### config.mk
export PLATFORM = sky130hd
export DESIGN_NAME = fpga_serial_loader
export DESIGN_NICKNAME = d
export VERILOG_FILES = /design/src/rtl/fcs_pkg.sv /design/src/rtl/fcs_tick.sv /design/src/rtl/fcs_hunt.sv /design/src/rtl/fcs_shift.sv /design/src/rtl/fpga_serial_loader.sv
export SDC_FILE = /design/constraint.sdc
export NUM_CORES = 1
export LEC_CHECK = 0
export CAP_MARGIN = 20
export CORE_UTILIZATION = 54
export CTS_BUF_LIST = sky130_fd_sc_hd__clkbuf_4 sky130_fd_sc_hd__clkbuf_8 sky130_fd_sc_hd__clkbuf_16
export DETAILED_ROUTE_END_ITERATION = 10
export DONT_BUFFER_PORTS = 1
export GPL_TIMING_DRIVEN = 1
export PLACE_DENSITY = 0.67
export SETUP_SLACK_MARGIN = 0.1
export SLEW_MARGIN = 20
export SYNTH_ARGS = -nofsm -noshare
export SYNTH_HDL_FRONTEND = slang
export SYNTH_SLANG_ARGS = --single-unit
### constraint.sdc
create_clock -name clk_i -period 4.3 [get_ports clk_i]
set_input_delay 0.43 -clock clk_i [delete_from_list [all_inputs] [get_ports clk_i]]
set_output_delay 0.43 -clock clk_i [all_outputs]
set_load 0.03 [all_outputs]
### src/rtl/fcs_pkg.sv
package fcs_pkg;
  typedef enum logic [2:0] {
    S_IDLE, S_PROG_LO, S_PROG_HI, S_HUNT, S_LOAD, S_BITS, S_WAIT_DONE
  } state_e;

  typedef enum logic [1:0] {PH_IDLE, PH_LO, PH_HI, PH_REL} phase_e;

  localparam logic [1:0] ERR_NONE    = 2'd0;
  localparam logic [1:0] ERR_INIT_LO = 2'd1;
  localparam logic [1:0] ERR_INIT_HI = 2'd2;
  localparam logic [1:0] ERR_DONE    = 2'd3;
endpackage

### src/rtl/fcs_tick.sv
module fcs_tick #(
  parameter int DIV = 1000
) (
  input  logic clk_i,
  input  logic rst_ni,
  input  logic clr_i,
  output logic tick_o
);
  localparam int W = (DIV > 1) ? $clog2(DIV) : 1;

  logic [W-1:0] cnt_q;

  assign tick_o = (cnt_q == W'(DIV - 1));

  always_ff @(posedge clk_i or negedge rst_ni) begin
    if (!rst_ni)                cnt_q <= '0;
    else if (clr_i || tick_o)   cnt_q <= '0;
    else                        cnt_q <= cnt_q + 1'b1;
  end

  generate
    if (DIV > 1) begin : g_spacing
      a_r10_tick_spacing: assert property (@(posedge clk_i) disable iff (!rst_ni)
        tick_o && !clr_i |=> !tick_o);
    end
  endgenerate
endmodule

### src/rtl/fcs_hunt.sv
module fcs_hunt #(
  parameter int LEN = 4
) (
  input  logic       clk_i,
  input  logic       rst_ni,
  input  logic       clr_i,
  input  logic       take_i,
  input  logic [7:0] byte_i,
  output logic       found_o
);
  localparam int RW = $clog2(LEN + 1);

  logic [RW-1:0] run_q;

  assign found_o = take_i && (byte_i == 8'hFF) && (run_q == RW'(LEN - 1));

  always_ff @(posedge clk_i or negedge rst_ni) begin
    if (!rst_ni)      run_q <= '0;
    else if (clr_i)   run_q <= '0;
    else if (take_i)  run_q <= (byte_i == 8'hFF) ? run_q + 1'b1 : '0;
  end

  a_r5_run_bound: assert property (@(posedge clk_i) disable iff (!rst_ni)
    run_q < RW'(LEN));
endmodule

### src/rtl/fcs_shift.sv
module fcs_shift
  import fcs_pkg::*;
#(
  parameter int HALF = 1
) (
  input  logic       clk_i,
  input  logic       rst_ni,
  input  logic       load_i,
  input  logic [7:0] data_i,
  output logic       busy_o,
  output logic       cclk_o,
  output logic       din_o
);
  localparam int CW = (HALF > 1) ? $clog2(HALF) : 1;

  phase_e        ph_q;
  logic [CW-1:0] cnt_q;
  logic [2:0]    idx_q;
  logic [7:0]    sreg_q;
  logic          half_end;

  assign half_end = (cnt_q == CW'(HALF - 1));
  assign busy_o   = (ph_q != PH_IDLE);
  assign cclk_o   = (ph_q != PH_LO);
  assign din_o    = (ph_q == PH_LO || ph_q == PH_HI) ? sreg_q[7] : 1'b1;

  always_ff @(posedge clk_i or negedge rst_ni) begin
    if (!rst_ni) begin
      ph_q   <= PH_IDLE;
      cnt_q  <= '0;
      idx_q  <= '0;
      sreg_q <= '1;
    end else if (load_i) begin
      ph_q   <= PH_LO;
      cnt_q  <= '0;
      idx_q  <= '0;
      sreg_q <= data_i;
    end else begin
      case (ph_q)
        PH_LO: begin
          cnt_q <= half_end ? '0 : cnt_q + 1'b1;
          if (half_end) ph_q <= PH_HI;
        end
        PH_HI: begin
          cnt_q <= half_end ? '0 : cnt_q + 1'b1;
          if (half_end) ph_q <= PH_REL;
        end
        PH_REL: begin
          if (idx_q == 3'd7) ph_q <= PH_IDLE;
          else begin
            ph_q   <= PH_LO;
            idx_q  <= idx_q + 1'b1;
            sreg_q <= {sreg_q[6:0], 1'b0};
          end
        end
        default: ph_q <= PH_IDLE;
      endcase
    end
  end

  a_r7_din_held_on_rise: assert property (@(posedge clk_i) disable iff (!rst_ni)
    cclk_o && !$past(cclk_o) |-> din_o == $past(din_o));
  a_r7_load_when_free: assert property (@(posedge clk_i) disable iff (!rst_ni)
    load_i |-> !busy_o);
endmodule

### src/rtl/fpga_serial_loader.sv
module fpga_serial_loader
  import fcs_pkg::*;
#(
  parameter int CLK_HZ     = 50_000_000,
  parameter int TIMEOUT_MS = 3,
  parameter int HALF_CYC   = 1,
  parameter int SYNC_LEN   = 4
) (
  input  logic       clk_i,
  input  logic       rst_ni,
  input  logic       start_i,
  input  logic [7:0] byte_i,
  input  logic       byte_valid_i,
  input  logic       byte_last_i,
  output logic       byte_ready_o,
  output logic       prog_no,
  output logic       cclk_o,
  output logic       din_o,
  input  logic       init_i,
  input  logic       done_i,
  output logic       busy_o,
  output logic       ok_o,
  output logic [1:0] err_o
);
  localparam int TICK_DIV = (CLK_HZ / 1000 < 1) ? 1 : CLK_HZ / 1000;
  localparam int MSW      = $clog2(TIMEOUT_MS + 1);
  localparam int RPW      = $clog2(SYNC_LEN + 1);

  state_e         state_q, state_d;
  logic [MSW-1:0] ms_q;
  logic [RPW-1:0] replay_q;
  logic           last_q, ok_q;
  logic [1:0]     err_q, err_set;
  logic           ok_set, tick, ms_last, change;
  logic           take, found, sh_load, sh_busy;
  logic [7:0]     sh_data;

  assign change  = (state_d != state_q);
  assign ms_last = (ms_q == MSW'(TIMEOUT_MS - 1));

  fcs_tick #(.DIV(TICK_DIV)) i_tick (
    .clk_i, .rst_ni, .clr_i(change), .tick_o(tick)
  );

  fcs_hunt #(.LEN(SYNC_LEN)) i_hunt (
    .clk_i, .rst_ni, .clr_i(change),
    .take_i(state_q == S_HUNT && take), .byte_i, .found_o(found)
  );

  fcs_shift #(.HALF(HALF_CYC)) i_shift (
    .clk_i, .rst_ni, .load_i(sh_load), .data_i(sh_data),
    .busy_o(sh_busy), .cclk_o, .din_o
  );

  always_comb begin
    state_d      = state_q;
    err_set      = ERR_NONE;
    ok_set       = 1'b0;
    take         = 1'b0;
    sh_load      = 1'b0;
    sh_data      = 8'hFF;
    byte_ready_o = 1'b0;
    case (state_q)
      S_IDLE: if (start_i) state_d = S_PROG_LO;
      S_PROG_LO: if (tick) begin
        if (!init_i)      state_d = S_PROG_HI;
        else if (ms_last) begin state_d = S_IDLE; err_set = ERR_INIT_LO; end
      end
      S_PROG_HI: if (tick) begin
        if (init_i)       state_d = S_HUNT;
        else if (ms_last) begin state_d = S_IDLE; err_set = ERR_INIT_HI; end
      end
      S_HUNT: begin
        byte_ready_o = 1'b1;
        take         = byte_valid_i;
        if (found)                     state_d = S_LOAD;
        else if (take && byte_last_i)  state_d = S_WAIT_DONE;
      end
      S_LOAD: begin
        if (replay_q != '0) begin
          sh_load = 1'b1;
          state_d = S_BITS;
        end else if (last_q) begin
          state_d = S_WAIT_DONE;
        end else begin
          byte_ready_o = 1'b1;
          take         = byte_valid_i;
          sh_data      = byte_i;
          sh_load      = byte_valid_i;
          if (byte_valid_i) state_d = S_BITS;
        end
      end
      S_BITS: if (!sh_busy) state_d = S_LOAD;
      S_WAIT_DONE: if (tick) begin
        if (done_i)       begin state_d = S_IDLE; ok_set = 1'b1; end
        else if (ms_last) begin state_d = S_IDLE; err_set = ERR_DONE; end
      end
      default: state_d = S_IDLE;
    endcase
  end

  always_ff @(posedge clk_i or negedge rst_ni) begin
    if (!rst_ni) begin
      state_q  <= S_IDLE;
      ms_q     <= '0;
      replay_q <= '0;
      last_q   <= 1'b0;
      ok_q     <= 1'b0;
      err_q    <= ERR_NONE;
    end else begin
      state_q <= state_d;
      ms_q    <= change ? '0 : (tick ? ms_q + 1'b1 : ms_q);
      if (state_q == S_IDLE && start_i) begin
        ok_q   <= 1'b0;
        err_q  <= ERR_NONE;
        last_q <= 1'b0;
      end else begin
        if (ok_set)             ok_q  <= 1'b1;
        if (err_set != ERR_NONE) err_q <= err_set;
      end
      if (found) begin
        replay_q <= RPW'(SYNC_LEN);
        last_q   <= byte_last_i;
      end else if (state_q == S_LOAD && replay_q != '0) begin
        replay_q <= replay_q - 1'b1;
      end else if (state_q == S_LOAD && take) begin
        last_q   <= byte_last_i;
      end
    end
  end

  assign prog_no = (state_q != S_PROG_LO);
  assign busy_o  = (state_q != S_IDLE);
  assign ok_o    = ok_q;
  assign err_o   = err_q;

  a_r1_idle_pins_high: assert property (@(posedge clk_i) disable iff (!rst_ni)
    !busy_o |-> prog_no && cclk_o && din_o);
  a_r2_prog_low_clk_high: assert property (@(posedge clk_i) disable iff (!rst_ni)
    !prog_no |-> cclk_o && din_o);
  a_r5_ready_only_busy: assert property (@(posedge clk_i) disable iff (!rst_ni)
    byte_ready_o |-> busy_o && prog_no);
  a_r9_ok_err_exclusive: assert property (@(posedge clk_i) disable iff (!rst_ni)
    !(ok_o && err_o != ERR_NONE));
  a_r11_status_held: assert property (@(posedge clk_i) disable iff (!rst_ni)
    busy_o && $past(busy_o) && !$past(start_i) |-> $stable(ok_o) && $stable(err_o));
endmodule

Word-level counts from Yosys, hierarchy flattened --
Index checks and enable logic that the tools add are counted. W data, S select, Z words.
Storage, ports and cells: register bits 45, bits of input ports 15, output and inout port bits 8, word-level logic and storage cells 132
Operators by class: add/subtract/negate cells 6, equality and inequality tests 20, mux-type cells 70, reduce and logical (&&, ||, !) cells 24
Operators by type and width (number):
- $mux W3 | 22
- $mux W8 | 6
- $mux W2 | 13
- $mux W1 | 23
- $pmux W3 S7 | 1
- $reduce_bool A2 Y1 | 9
- $add A16 B1 Y16 const B | 1
- $eq A16 B16 Y1 const B | 1
- $mux W16 | 1
- $eq A3 B3 Y1 const B | 4
- $pmux W2 S3 | 2
- $eq A3 B2 Y1 const B | 3
- $eq A8 B8 Y1 const B | 1
- $logic_and A1 B1 Y1 | 7
- $add A3 B1 Y3 const B | 2
- $eq A2 B2 Y1 const B | 3
- $ne A3 B2 Y1 const B | 2
- $reduce_bool A3 Y1 | 2
- $ne A2 B1 Y1 const B | 2
- $pmux W1 S2 | 2
- $reduce_and A2 Y1 | 2
- $eq A3 B1 Y1 const B | 1
- $logic_not A3 Y1 | 1
- $ne A3 B1 Y1 const B | 1
- 7 further kinds | 8

Longest topological paths before layout --
Gate-level depths: netlist of the first run.
word-level depth 11, gate-level depth with buffers 10, depth with buffers taken out 8

Hierarchy --
From an unflattened synthesis of the first run, not the netlist that was laid out.
Unflattened totals: cells, all modules 265, area total of the unflattened synthesis 2516.2 um2
Modules (own cells, without submodules):
- fpga_serial_loader | instances 1, cells each 105, area an instance 872.1 um2, seq. area each 300.3 um2
- fcs_tick | instances 1, cells each 80, area an instance 792.0 um2, seq. area each 400.4 um2
- fcs_shift | instances 1, cells each 60, area an instance 665.6 um2, seq. area each 335.3 um2
- fcs_hunt | instances 1, cells each 20, area an instance 186.4 um2, seq. area each 75.1 um2

Worst setup path after synthesis of the first run --
OpenSTA, ideal clock, no wires.
kind flip-flop to flip-flop, start point reg i_hunt.run_q[0], end point reg i_tick.cnt_q[3], setup time 0.127 ns, data arrival time 2.080 ns, data required time 4.173 ns, slack 2.093 ns, cell stages (with the launch flop) 11, path buffers 2, period minus slack after synthesis 2.207 ns, path through dfrtp_1 ha_1 ha_1 clkinv_1 or4_4 buf_6 nand4_2 a31oi_2 o2111ai_4 buf_6 nor3_2
On the way: word-level cells in the longest chain between the ends 7
Ends and longest elaborated chain:
- start: declaration | RTL line fcs_hunt.sv:13 | logic [RW-1:0] run_q;
- start signal: assignment | RTL line fcs_hunt.sv:20 | else if (take_i) run_q <= (byte_i == 8'hFF) ? run_q + 1'b1 : '0;
- $eq A3 B2 Y1 | RTL line fcs_hunt.sv:15 | assign found_o = take_i && (byte_i == 8'hFF) && (run_q == RW'(LEN - 1));
- $logic_and A1 B1 Y1 | RTL line fcs_hunt.sv:15
- $mux W3 | RTL line fpga_serial_loader.sv:76 | if (found) state_d = S_LOAD;
- $pmux W3 S7 | RTL line fpga_serial_loader.sv:63 | case (state_q)
- $ne A3 B3 Y1 | RTL line fpga_serial_loader.sv:38 | assign change = (state_d != state_q);
- $logic_or A1 B1 Y1 | RTL line fcs_tick.sv:17 | else if (clr_i || tick_o) cnt_q <= '0;
- $mux W16 | RTL line fcs_tick.sv:17
- end signal: assignment | RTL line fcs_tick.sv:18 | else cnt_q <= cnt_q + 1'b1;
- end: declaration | RTL line fcs_tick.sv:11 | logic [W-1:0] cnt_q;
No other way between the ends. A chain may end at the register's enable or synchronous reset.

Worst setup path after layout of the first run --
start point reg i_tick.cnt_q[0], end point reg i_tick.cnt_q[15]
On the way: word-level cells in the longest chain between the ends 6, elaborated cells on any way between the ends 9, those cells by class 1 x add/sub; 2 x eq/ne; 5 x mux; 1 x reduce/logical
Ends and longest elaborated chain:
- $eq A16 B16 Y1 | RTL line fcs_tick.sv:13 | assign tick_o = (cnt_q == W'(DIV - 1));
- $mux W3 (on tied branches) | RTL line fpga_serial_loader.sv:94, fpga_serial_loader.sv:65, fpga_serial_loader.sv:69
- $pmux W3 S7 | RTL line fpga_serial_loader.sv:63
- $ne A3 B3 Y1 | RTL line fpga_serial_loader.sv:38
- $logic_or A1 B1 Y1 | RTL line fcs_tick.sv:17
- $mux W16 * | RTL line fcs_tick.sv:17
Mark *: on every way between the ends. The rest lies on a longest branch, timed or not.

==> results of run 1 <==
[worst max-delay path, delay by kind of cell, from the launching register on]
kind,cells,cell delay [ns]
compound gates,2,0.89
mux,1,0.33
simple gates,3,0.81
fa+ha+maj,1,0.22
flops,1,0.41
[per-layer routing]
| layer | routed length [um] | up-vias |
|---|---|---|
| met3 | 228 | 8 |
| met5 | 0 | - |
| met1 | 2480 | 930 |
| li1 | - | 979 |
| met4 | 72 | 0 |
| met2 | 2360 | 37 |
[power by group]
group          internal, mW  switching [mW]
clock network         0.175           0.154
logic                 0.218           0.389
registers             0.543           0.109
total                 0.936           0.652
[area by class of cell]
class | count | area [um^2]
Fill cell | 433 | 1930
Clock buffer | 5 | 68.8
Inverter | 14 | 52.6
Multi-Input combinational cell | 216 | 1430
Sequential cell | 44 | 1110
Timing Repair Buffer | 2 | 37.5
Tap cell | 67 | 83.8
Clock inverter | 3 | 46.3
[sequential cells by signal, indices dropped and copies added (netlist names)]
| register | count |
|---|---|
| replay_q | 3 |
| i_tick.cnt_q | 16 |
| ms_q | 2 |
| state_q | 3 |
| ok_o | 1 |
| i_shift.sreg_q | 8 |
| i_hunt.run_q | 3 |
| i_shift.ph_q | 2 |
| err_o | 2 |
| last_q | 1 |
| i_shift.idx_q | 3 |
[logic make-up after synthesis]
| family | share of synthesized area |
|---|---|
| XOR/XNOR | 0.0588 |
| AND/OR/NAND/NOR | 0.313 |
| buffers and inverters | 0.0541 |
| adder cells (fa/ha/maj) | 0.0513 |
| AO/OA/AOI/OAI | 0.105 |
| flip-flops | 0.414 |
| multiplexers | 0.00373 |
[synth_stat cells, types with 8 or more instances]
cell,n,share of area
sky130_fd_sc_hd__xnor2_1,14,0.046
sky130_fd_sc_hd__ha_1,11,0.051
sky130_fd_sc_hd__nor2_1,26,0.036
sky130_fd_sc_hd__dfstp_2,8,0.078
sky130_fd_sc_hd__nand2_1,34,0.048
sky130_fd_sc_hd__nand4_1,8,0.019
sky130_fd_sc_hd__a21oi_1,17,0.032
sky130_fd_sc_hd__inv_1,13,0.018
sky130_fd_sc_hd__dfrtp_1,36,0.34
sky130_fd_sc_hd__nand3_1,15,0.028
sky130_fd_sc_hd__nor2_2,13,0.030
[final timing paths]
| kind | to | slack [ns] | cells past startpoint |
|---|---|---|---|
| hold / removal | i_shift.sreg_q[4] | 0.24 | 2 |
| setup / recovery | i_tick.cnt_q[15] | 1.50 | 7 |
| setup reg to reg | i_tick.cnt_q[15] | 1.50 | 7 |
| hold reg to reg | i_shift.sreg_q[4] | 0.48 | 2 |
| min in group asynchronous | i_tick.cnt_q[12] | 0.61 | 2 |
| max in group asynchronous | i_shift.sreg_q[3] | 3.44 | 2 |
[stage by stage]
| step | util | hold slack [ns] |
|---|---|---|
| finish | 0.594 | 0.242 |
| CTS | 0.594 | 0.236 |
| detailed placement | 0.562 | 0.136 |
| floorplan | - | 0.134 |
| global route | 0.594 | 0.244 |
| global placement | 0.562 | 0.136 |
[timing repair]
action / 4_1_cts / 5_1_grt
hold buffers: 2 / 0
hold endpoints to repair: 44 / 0
buffers inserted: 0 / 0
==> run summary, run 1 <==
* **number of enable flip-flop cells after synthesis** 0
* **Critical Path Max Stage Delay** 0.73 ns
* **sequential cell area fraction in the yosys report** 0.414
* **relative max-transition margin** 0.428
* **Cells after Synth** 287
* **cell area after synthesis** 2680 um^2
* **remaining global-route overflow** 0
* **TritonCTS clock tree** yes
* **met1 GRT Util** 0.288
* **instance area after placement** 2670 um^2
* **slew at the pin closest to its max-slew limit** 0.857 ns
* **pin count of the biggest net entering global routing** 45
* **Avg Cell Area, Syn** 9.34 um^2
* **total instance count after detailed placement** 341
* **Synth Register Bits** 44
* **initial standard-cell utilization of the core** 0.564
* **weighted congestion reported at the end of routability-driven placement** 0.841
* **number of warnings reported in the yosys synthesis log** 0
* **HPWL after detailed placement** 3590 um
* **reported max-cap violation count** 0
* **number of endpoints failing setup at the final stage** 0
* **1st-pass router iterations** 5
* **share of the clock period used by the worst path after layout** 0.652
* **maximum clock frequency** 357 MHz
* **final routed wirelength across all metal layers** 5140 um
* **Max VDD drop** 0.334 mV
* **dpl ws** 1.49 ns
* **reg-to-reg startpoint** i_tick.cnt_q[0]
* **count of placed standard cells in the final layout, fillers left out** 351
* **Leak Pwr** 1.15 nW
* **fraction of met2 tracks used by global routing** 0.347
* **total I/O pin count** 23
* **Total Routing Usage GR** 0.217
* **global-route wire length before repair** 8730 um
* **DR vias** 1954
* **slowest cell on the critical path** sky130_fd_sc_hd__o2111ai_4
* **leading cell type in the layout, fill and taps excluded** sky130_fd_sc_hd__dfrtp_1
* **number of antenna violations at the first check in global routing** 0
* **share of cells above drive strength 1** 0.165
* **Via-to-Cell Ratio** 5.57
* **number of global-route vias before repair** 1874
* **number of remaining DRC errors** 0
* **sink count of the clock tree** 44
* **hold violation count in the final report** 0
* **PostCTS Resize Cnt** 0
* **overall die area** 5250 um^2
* **clock-pin slew of the registers on the worst-case setup and hold paths** 0.09 ns
* **CP Launch Type** flip-flop
* **Pwr Total** 1.59 mW
* **count of buffers inserted at the top-level ports** 0
* **vertical die dimension** 72.5 um
* **cell breakdown of the critical path** ha_1 -> and3_1 -> and4_4 -> mux2i_1 -> a31oi_2 -> o2111ai_4 -> nor3_1
* **top library cells by usage in the layout, fill and taps aside** 36 x sky130_fd_sc_hd__dfrtp_1, 34 x sky130_fd_sc_hd__nand2_1, 26 x sky130_fd_sc_hd__nor2_1
* **Fin Clk Skew** 0.00900 ns
* **final sum of negative setup slack** 0 ns
* **total inserted antenna cells** 0
* **type of element capturing the critical path** flip-flop
* **launch instance of the worst min-delay path** byte_i[4]
* **global-route track usage on met3** 0.0528
* **Placement Rows** 25
* **later-pin clock latency in the skew report** 0.31 ns
* **critical-path maximum fanout** 21
* **area growth from synthesis to layout** 5.37%
* **area of all placed cells without fillers** 2830 um^2
* **fraction of registers with async set or reset after synthesis** 1.00
* **net count after synthesis** 313
* **Critical path origin** i_tick.cnt_q[0]
* **data required time at the worst endpoint** 4.46 ns
* **number of buffers created by CTS** 5
* **largest buffer count on any clock path** 2
* **drt first-iter violations** 115
* **fin. max-slew vios** 0
* **type of the worst setup path** reg2reg
* **count of different cell masters after synthesis** 55
* **minimum clock period** 2.80 ns
* **wire per inst** 14.6 um
* **# nets final** 309
* **Antenna Violating Nets Remaining** 0
* **prevailing post-synth register cell** sky130_fd_sc_hd__dfrtp_1
* **classification of the worst-slack hold path** in2reg
* **arrival time at the worst endpoint** 2.96 ns
* **RSZ-0062 raised after global routing** no
* **outcome** completed
* **post-route setup slack** 1.50 ns
* **clock root buffer** sky130_fd_sc_hd__clkbuf_8
* **H-tree level count** 2
* **die outline width** 72.5 um
* **pwr dens** 562 nW/um^2
* **Core Footprint** 4750 um^2
* **GR peak layer** met2
Note: power is estimated with default switching activity, not from simulation.
==> run 2: changes to the inputs <==
--- a/config.mk
+++ b/config.mk
@@ -11,7 +11,7 @@
 export DETAILED_ROUTE_END_ITERATION = 10
 export DONT_BUFFER_PORTS = 1
 export GPL_TIMING_DRIVEN = 1
-export PLACE_DENSITY = 0.67
+export PLACE_DENSITY = 0.7
 export SETUP_SLACK_MARGIN = 0.1
 export SLEW_MARGIN = 20
 export SYNTH_ARGS = -nofsm -noshare
==> constraint.sdc (replaced) <==
create_clock -name clk_i -period 2.42 [get_ports clk_i]
set_input_delay 0.242 -clock clk_i [delete_from_list [all_inputs] [get_ports clk_i]]
set_output_delay 0.242 -clock clk_i [all_outputs]
set_load 0.03 [all_outputs]
==> run 2 against run 1 <==
  * First-iteration DRC count rose by 22%
  * Non-clock buffer count up 21
  * Clock-buffer cell count up 2
  * Sequential cell count is the same
  * Die area did not move
  * Total power rose by 100%
  * Global-route usage is 0.58 points lower
  * Core utilization up 6.1 points
  * Routed wire length grew 9.0%
  * Clock power grew 48%
  * Combinational power grew to 2.7 times the previous value
  * Sequential power rose by 73%
  * Critical path type unchanged
==> run summary, run 2 (synthesis gave the netlist of run 1 again) <==
* **outcome** completed
* **initial standard-cell utilization of the core** 0.564, unchanged
* **global-route wire length before repair** 8650 um, -0.95%
* **instance area after placement** 2760 um^2, +3.3%
* **RSZ-0062 raised after global routing** no
* **number of global-route vias before repair** 1942, +3.6%
* **flip-flop count of the largest register, all copies and words added** 16, unchanged
* **number of buffers created by CTS** 5, unchanged
* **clock root buffer** sky130_fd_sc_hd__clkbuf_8
* **H-tree level count** 2, unchanged
* **met1 GRT Util** 0.274, -0.0135
* **leading cell type in the layout, fill and taps excluded** sky130_fd_sc_hd__nand2_1
* **area growth from synthesis to layout** 16.1%
* **type of element capturing the critical path** flip-flop
* **number of antenna violations at the first check in global routing** 0, unchanged
* **overall die area** 5250 um^2, unchanged
* **CP Launch Type** flip-flop
* **TritonCTS clock tree** yes
* **Leak Pwr** 1.27 nW, +9.8%
* **fin. max-slew vios** 0, unchanged
* **sink count of the clock tree** 44, unchanged
* **count of placed standard cells in the final layout, fillers left out** 372, +6.0%
* **relative max-transition margin** 0.467, +0.0382
* **Placement Rows** 25, unchanged
* **post-route setup slack** 0.147 ns, -1.35 ns
* **number of fill cells** 401, -7.4%
* **data required time at the worst endpoint** 2.64 ns, -1.82 ns
* **GR peak layer** met2
* **Critical Path Max Stage Delay** 0.43 ns, -0.30 ns
* **Max VDD drop** 0.531 mV, +59%
* **count of buffers inserted at the top-level ports** 0, unchanged
* **slowest cell on the critical path** sky130_fd_sc_hd__dfrtp_1
* **minimum clock period** 2.27 ns, -0.529 ns
* **wire per inst** 15.1 um, +2.9%
* **total I/O pin count** 23, unchanged
* **share of cells above drive strength 1** 0.272, +0.107
* **share of the clock period used by the worst path after layout** 0.939, +0.288
* **type of the worst setup path** reg2reg
* **Via-to-Cell Ratio** 5.62, +0.87%
* **critical-path maximum fanout** 5, -76%
* **final sum of negative setup slack** 0 ns, unchanged
* **drt first-iter violations** 140, +22%
* **DR vias** 2089, +6.9%
* **number of endpoints failing setup at the final stage** 0, unchanged
* **Core Footprint** 4750 um^2, unchanged
* **cell breakdown of the critical path** nor4b_4 -> and4_4 -> mux2i_4 -> and3b_2 -> o2111ai_4 -> clkbuf_16 -> nor3_2
* **hold violation count in the final report** 0, unchanged
* **top library cells by usage in the layout, fill and taps aside** 34 x sky130_fd_sc_hd__nand2_1, 30 x sky130_fd_sc_hd__dfrtp_1, 26 x sky130_fd_sc_hd__nor2_1
* **remaining global-route overflow** 0, unchanged
* **final routed wirelength across all metal layers** 5610 um, +9.0%
* **maximum clock frequency** 440 MHz, +23%
* **classification of the worst-slack hold path** in2reg
* **fraction of met2 tracks used by global routing** 0.360, +0.0135
* **total inserted antenna cells** 0, unchanged
* **pwr dens** 1040 nW/um^2, +85%
* **area of all placed cells without fillers** 3110 um^2, +10%
* **total instance count after detailed placement** 351, +2.9%
* **vertical die dimension** 72.5 um, unchanged
* **area occupied by multi-input gates** 1520 um^2, +6.3%
* **clock-pin slew of the registers on the worst-case setup and hold paths** 0.09 ns, about the same
* **core occupancy in the finished layout** 0.655, +0.0608
* **weighted congestion reported at the end of routability-driven placement** 0.838, -0.39%
* **Register Area** 1120 um^2, +0.68%
* **1st-pass router iterations** 4, -1
* **Total Routing Usage GR** 0.211, -0.00581
* **# nets final** 330, +6.8%
* **largest buffer count on any clock path** 2, unchanged
* **reported max-cap violation count** 0, unchanged
* **later-pin clock latency in the skew report** 0.29 ns, -0.02 ns
* **HPWL after detailed placement** 3780 um, +5.1%
* **arrival time at the worst endpoint** 2.49 ns, -0.47 ns
* **dpl ws** 0.126 ns, -1.37 ns
* **Antenna Violating Nets Remaining** 0, unchanged
* **largest register by flop count** i_tick.cnt_q
* **Fin Clk Skew** 0.0129 ns, +0.00391 ns
* **die outline width** 72.5 um, unchanged
* **global-route track usage on met3** 0.0472, -0.00556
* **slew at the pin closest to its max-slew limit** 0.789 ns, -0.0681 ns
* **number of remaining DRC errors** 0, unchanged
* **registers with the highest flip-flop counts** i_tick.cnt_q x16, i_shift.sreg_q x8
* **pin count of the biggest net entering global routing** 45, unchanged
==> run 2: cell types whose count changed in the layout (fill, tap and decap cells not counted), sizes merged <==
cell    change
buf        +19
bufinv      -1
clkbuf      +4
inv         -1
==> run 2: path summary, 6_finish.rpt <==
path | slack [ns] | startpoint | cells after the start | to
max in group asynchronous | 1.70 | rst_ni | 2 | i_shift.sreg_q[1]
max reg2reg | 0.15 | i_tick.cnt_q[11] | 7 | i_tick.cnt_q[15]
min reg2reg | 0.49 | i_shift.sreg_q[2] | 2 | i_shift.sreg_q[2]
max | 0.15 | i_tick.cnt_q[11] | 7 | i_tick.cnt_q[15]
min in group asynchronous | 0.43 | rst_ni | 2 | err_o[0]
min | 0.07 | byte_last_i | 2 | last_q
==> run 2: routing by layer <==
metal	share of wire	vias to the layer above
met5	0	-
met4	0.0045	0
met3	0.041	4
met2	0.51	49
met1	0.44	1009
li1	-	1027
==> run 2: metrics by stage <==
stage / hold WS (ns) / total power [mW]
2_1_floorplan: -0.0536 / 2.15
3_3_place_gp: -0.0529 / 2.35
3_5_place_dp: -0.0528 / 2.38
4_1_cts: 0.0561 / 2.90
5_1_grt: 0.0589 / 3.46
6_report: 0.0659 / 3.23
==> run 2: repair_timing <==
item,CTS,global route
gates cloned,0,3
pin swaps,0,9
hold buffers,2,0
buffers inserted,0,8
resized for setup,1,21
hold endpoints to repair,44,0
endpoints found under the setup margin,1,22
==> run 2: critical path, delay by kind of cell, from the launching register on <==
kind	cells	cell delay, ns
AND/OR/NAND/NOR	4	1.06
buffers and inverters	1	0.23
AO/OA/AOI/OAI	1	0.21
flip-flops	1	0.43
multiplexers	1	0.26
==> run 2: power by group <==
group          internal (mW)  switching (mW)
Sequential             0.970           0.159
Combinational          0.744           0.872
Clock                  0.243           0.244
==> run 2: cell type report <==
| type | instances | share of cell area |
|---|---|---|
| Timing Repair Buffer | 23 | 0.0791 |
| Inverter | 14 | 0.0169 |
| Clock inverter | 1 | 0.00241 |
| Multi-Input combinational cell | 216 | 0.487 |
| Tap cell | 67 | 0.0269 |
| Clock buffer | 7 | 0.0289 |
| Sequential cell | 44 | 0.359 |
==> run 3: changes to the inputs <==
--- a/config.mk
+++ b/config.mk
@@ -11,7 +11,7 @@
 export DETAILED_ROUTE_END_ITERATION = 10
 export DONT_BUFFER_PORTS = 1
 export GPL_TIMING_DRIVEN = 1
-export PLACE_DENSITY = 0.7
+export PLACE_DENSITY = 0.67
 export SETUP_SLACK_MARGIN = 0.1
 export SLEW_MARGIN = 20
 export SYNTH_ARGS = -nofsm -noshare
==> constraint.sdc (replaced) <==
create_clock -name clk_i -period 2.4 [get_ports clk_i]
set_input_delay 0.24 -clock clk_i [delete_from_list [all_inputs] [get_ports clk_i]]
set_output_delay 0.24 -clock clk_i [all_outputs]
set_load 0.03 [all_outputs]
==> run 3 against run 2 <==
  * First-iteration DRC count increased by 13%
  * Worst setup slack improved by 0.0062 ns
  * Largest power group unchanged
  * Core utilization increased by 0.63 points
  * Largest cell class unchanged
  * Routed wire length increased by 0.62%
  * Global-route usage increased by 2.3 points
  * Combinational power increased by 14%
  * Cell area increased by 0.96%
  * Clock power increased by 1%
  * Sequential share of layout area decreased by 0.46 points
==> run summary, run 3 (synthesis gave the netlist of run 1 again) <==
* **area growth from synthesis to layout** 17.3%
* **weighted congestion reported at the end of routability-driven placement** 0.790, -5.7%
* **DR vias** 2106, +0.81%
* **Post-Route M1 WL** 2570 um, +3.8%
* **maximum clock frequency** 445 MHz, +1.2%
* **fin. max-slew vios** 0, unchanged
* **data required time at the worst endpoint** 2.63 ns, about the same
* **H-tree level count** 2, unchanged
* **# nets final** 337, +2.1%
* **later-pin clock latency in the skew report** 0.30 ns, about the same
* **Total Routing Usage GR** 0.234, +0.0231
* **CP Launch Type** flip-flop
* **TritonCTS clock tree** yes
* **vertical die dimension** 72.5 um, unchanged
* **Via-to-Cell Ratio** 5.56, -1.0%
* **largest register by flop count** i_tick.cnt_q
* **met3 wire length** 213 um, -7.8%
* **relative max-transition margin** 0.560, +0.0932
* **drt first-iter violations** 158, +13%
* **share of the clock period used by the worst path after layout** 0.936, -0.00309
* **flip-flop count of the largest register, all copies and words added** 16, unchanged
* **final sum of negative setup slack** 0 ns, unchanged
* **share of cells above drive strength 1** 0.269, -0.00290
* **number of global-route vias before repair** 2041, +5.1%
* **initial standard-cell utilization of the core** 0.564, unchanged
* **type of the worst setup path** reg2reg
* **final routed wirelength across all metal layers** 5640 um, +0.62%
* **clock-pin slew of the registers on the worst-case setup and hold paths** 0.08 ns, about the same
* **reported max-cap violation count** 0, unchanged
* **overall die area** 5250 um^2, unchanged
* **number of buffers created by CTS** 5, unchanged
* **number of endpoints failing setup at the final stage** 0, unchanged
* **die outline width** 72.5 um, unchanged
* **Placement Rows** 25, unchanged
* **global-route wire length before repair** 9340 um, +8.1%
* **Antenna Violating Nets Remaining** 0, unchanged
* **pin count of the biggest net entering global routing** 45, unchanged
* **leading cell type in the layout, fill and taps excluded** sky130_fd_sc_hd__nand2_1
* **hold violation count in the final report** 0, unchanged
* **Fin Clk Skew** 0.00345 ns, -0.00946 ns
* **count of buffers inserted at the top-level ports** 0, unchanged
* **wire per inst** 14.9 um, -1.2%
* **RSZ-0062 raised after global routing** yes
* **number of remaining DRC errors** 0, unchanged
* **HPWL after detailed placement** 3820 um, +1.2%
* **total I/O pin count** 23, unchanged
* **pwr dens** 1100 nW/um^2, +5.7%
* **DR top layer** met4
* **clock root buffer** sky130_fd_sc_hd__clkbuf_8
* **minimum clock period** 2.25 ns, -0.0262 ns
* **critical-path maximum fanout** 6, +1
* **classification of the worst-slack hold path** in2reg
* **total inserted antenna cells** 0, unchanged
* **slew at the pin closest to its max-slew limit** 0.659 ns, -0.130 ns
* **outcome** completed
* **Max VDD drop** 0.630 mV, +19%
* **Leak Pwr** 1.32 nW, +4.2%
* **worst hold slack** 0.0598 ns, -0.00615 ns
* **1st-pass router iterations** 4, unchanged
* **top library cells by usage in the layout, fill and taps aside** 34 x sky130_fd_sc_hd__nand2_1, 33 x sky130_fd_sc_hd__dfrtp_1, 26 x sky130_fd_sc_hd__nor2_1
* **Core Footprint** 4750 um^2, unchanged
* **arrival time at the worst endpoint** 2.47 ns, -0.02 ns
* **largest buffer count on any clock path** 2, unchanged
* **routed length on met2** 2760 um, -3.9%
* **sink count of the clock tree** 44, unchanged
* **registers with the highest flip-flop counts** i_tick.cnt_q x16, i_shift.sreg_q x8
* **type of element capturing the critical path** flip-flop
* **number of antenna violations at the first check in global routing** 0, unchanged
* **number of fill cells** 387, -3.5%
* **remaining global-route overflow** 0, unchanged
## run 3: per-stage QoR
step                setup WS [ns]   util  cells  power (mW)  instance area, um^2
detailed placement         0.0682  0.587    355        2.43                 2790
floorplan                   0.193      -    287        2.17                 2680
finish                      0.153  0.661    379        3.45                 3140
global route               0.0620  0.661    379        3.69                 3140
global placement            0.150  0.587    355        2.42                 2790
CTS                        0.0875  0.639    371        3.34                 3040
## run 3: timing repair
item | CTS | global route
hold buffers | 2 | 0
setup buffers | 4 | 8
resized for setup | 7 | 9
setup endpoints to repair | 21 | 21
pin swaps | 4 | 6
gates cloned | 2 | 0
endpoints found under the hold margin | 44 | 0
## run 3: cell type report
class | instances | area (um^2) | share of cell area
multi-input cells | 216 | 1490 | 0.473
flip-flops and latches | 44 | 1110 | 0.355
repair buffers | 30 | 313 | 0.0995
clock buffers | 7 | 83.8 | 0.0267
well taps | 67 | 83.8 | 0.0267
inverters | 14 | 52.6 | 0.0167
clock inverters | 1 | 8.76 | 0.00279
## run 3: routing by layer
layer,global-route usage,vias up
li1,-,1045
met1,0.301,1011
met2,0.389,40
met3,0.0569,10
met4,0.0763,0
met5,0,-
## run 3: power breakdown
part	internal, mW	total [mW]	leakage [nW]	switching, mW
clock	0.231	0.493	0.0493	0.262
sequential	0.975	1.10	0.559	0.126
combinational	0.897	1.85	0.710	0.956
total	2.10	3.45	1.32	1.34
## run 3: path summary, 6_finish.rpt
path                                   startpoint                 to  slack (ns)  cells after the start
min in group asynchronous                  rst_ni   i_tick.cnt_q[10]        0.43                      2
worst min register to register  i_shift.sreg_q[1]  i_shift.sreg_q[1]        0.48                      2
worst max-delay path              i_tick.cnt_q[0]    i_tick.cnt_q[3]        0.15                     10
max in group asynchronous                  rst_ni  i_shift.sreg_q[5]        1.71                      2
worst min-delay path                  byte_last_i             last_q        0.06                      2
worst max register to register    i_tick.cnt_q[0]    i_tick.cnt_q[3]        0.15                     10
## run 3: worst max-delay path, stage by stage, from the launching register on
cell and delay, ns:
sky130_fd_sc_hd__dfrtp_1 0.42, sky130_fd_sc_hd__ha_1 0.24, sky130_fd_sc_hd__and3_1 0.20, sky130_fd_sc_hd__and4_4 0.21, sky130_fd_sc_hd__mux2i_4 0.19, sky130_fd_sc_hd__buf_4 0.15, sky130_fd_sc_hd__a31oi_4 0.15, sky130_fd_sc_hd__o2111ai_4 0.15
sky130_fd_sc_hd__buf_4 0.18, sky130_fd_sc_hd__buf_12 0.13, sky130_fd_sc_hd__nor3_2 0.14
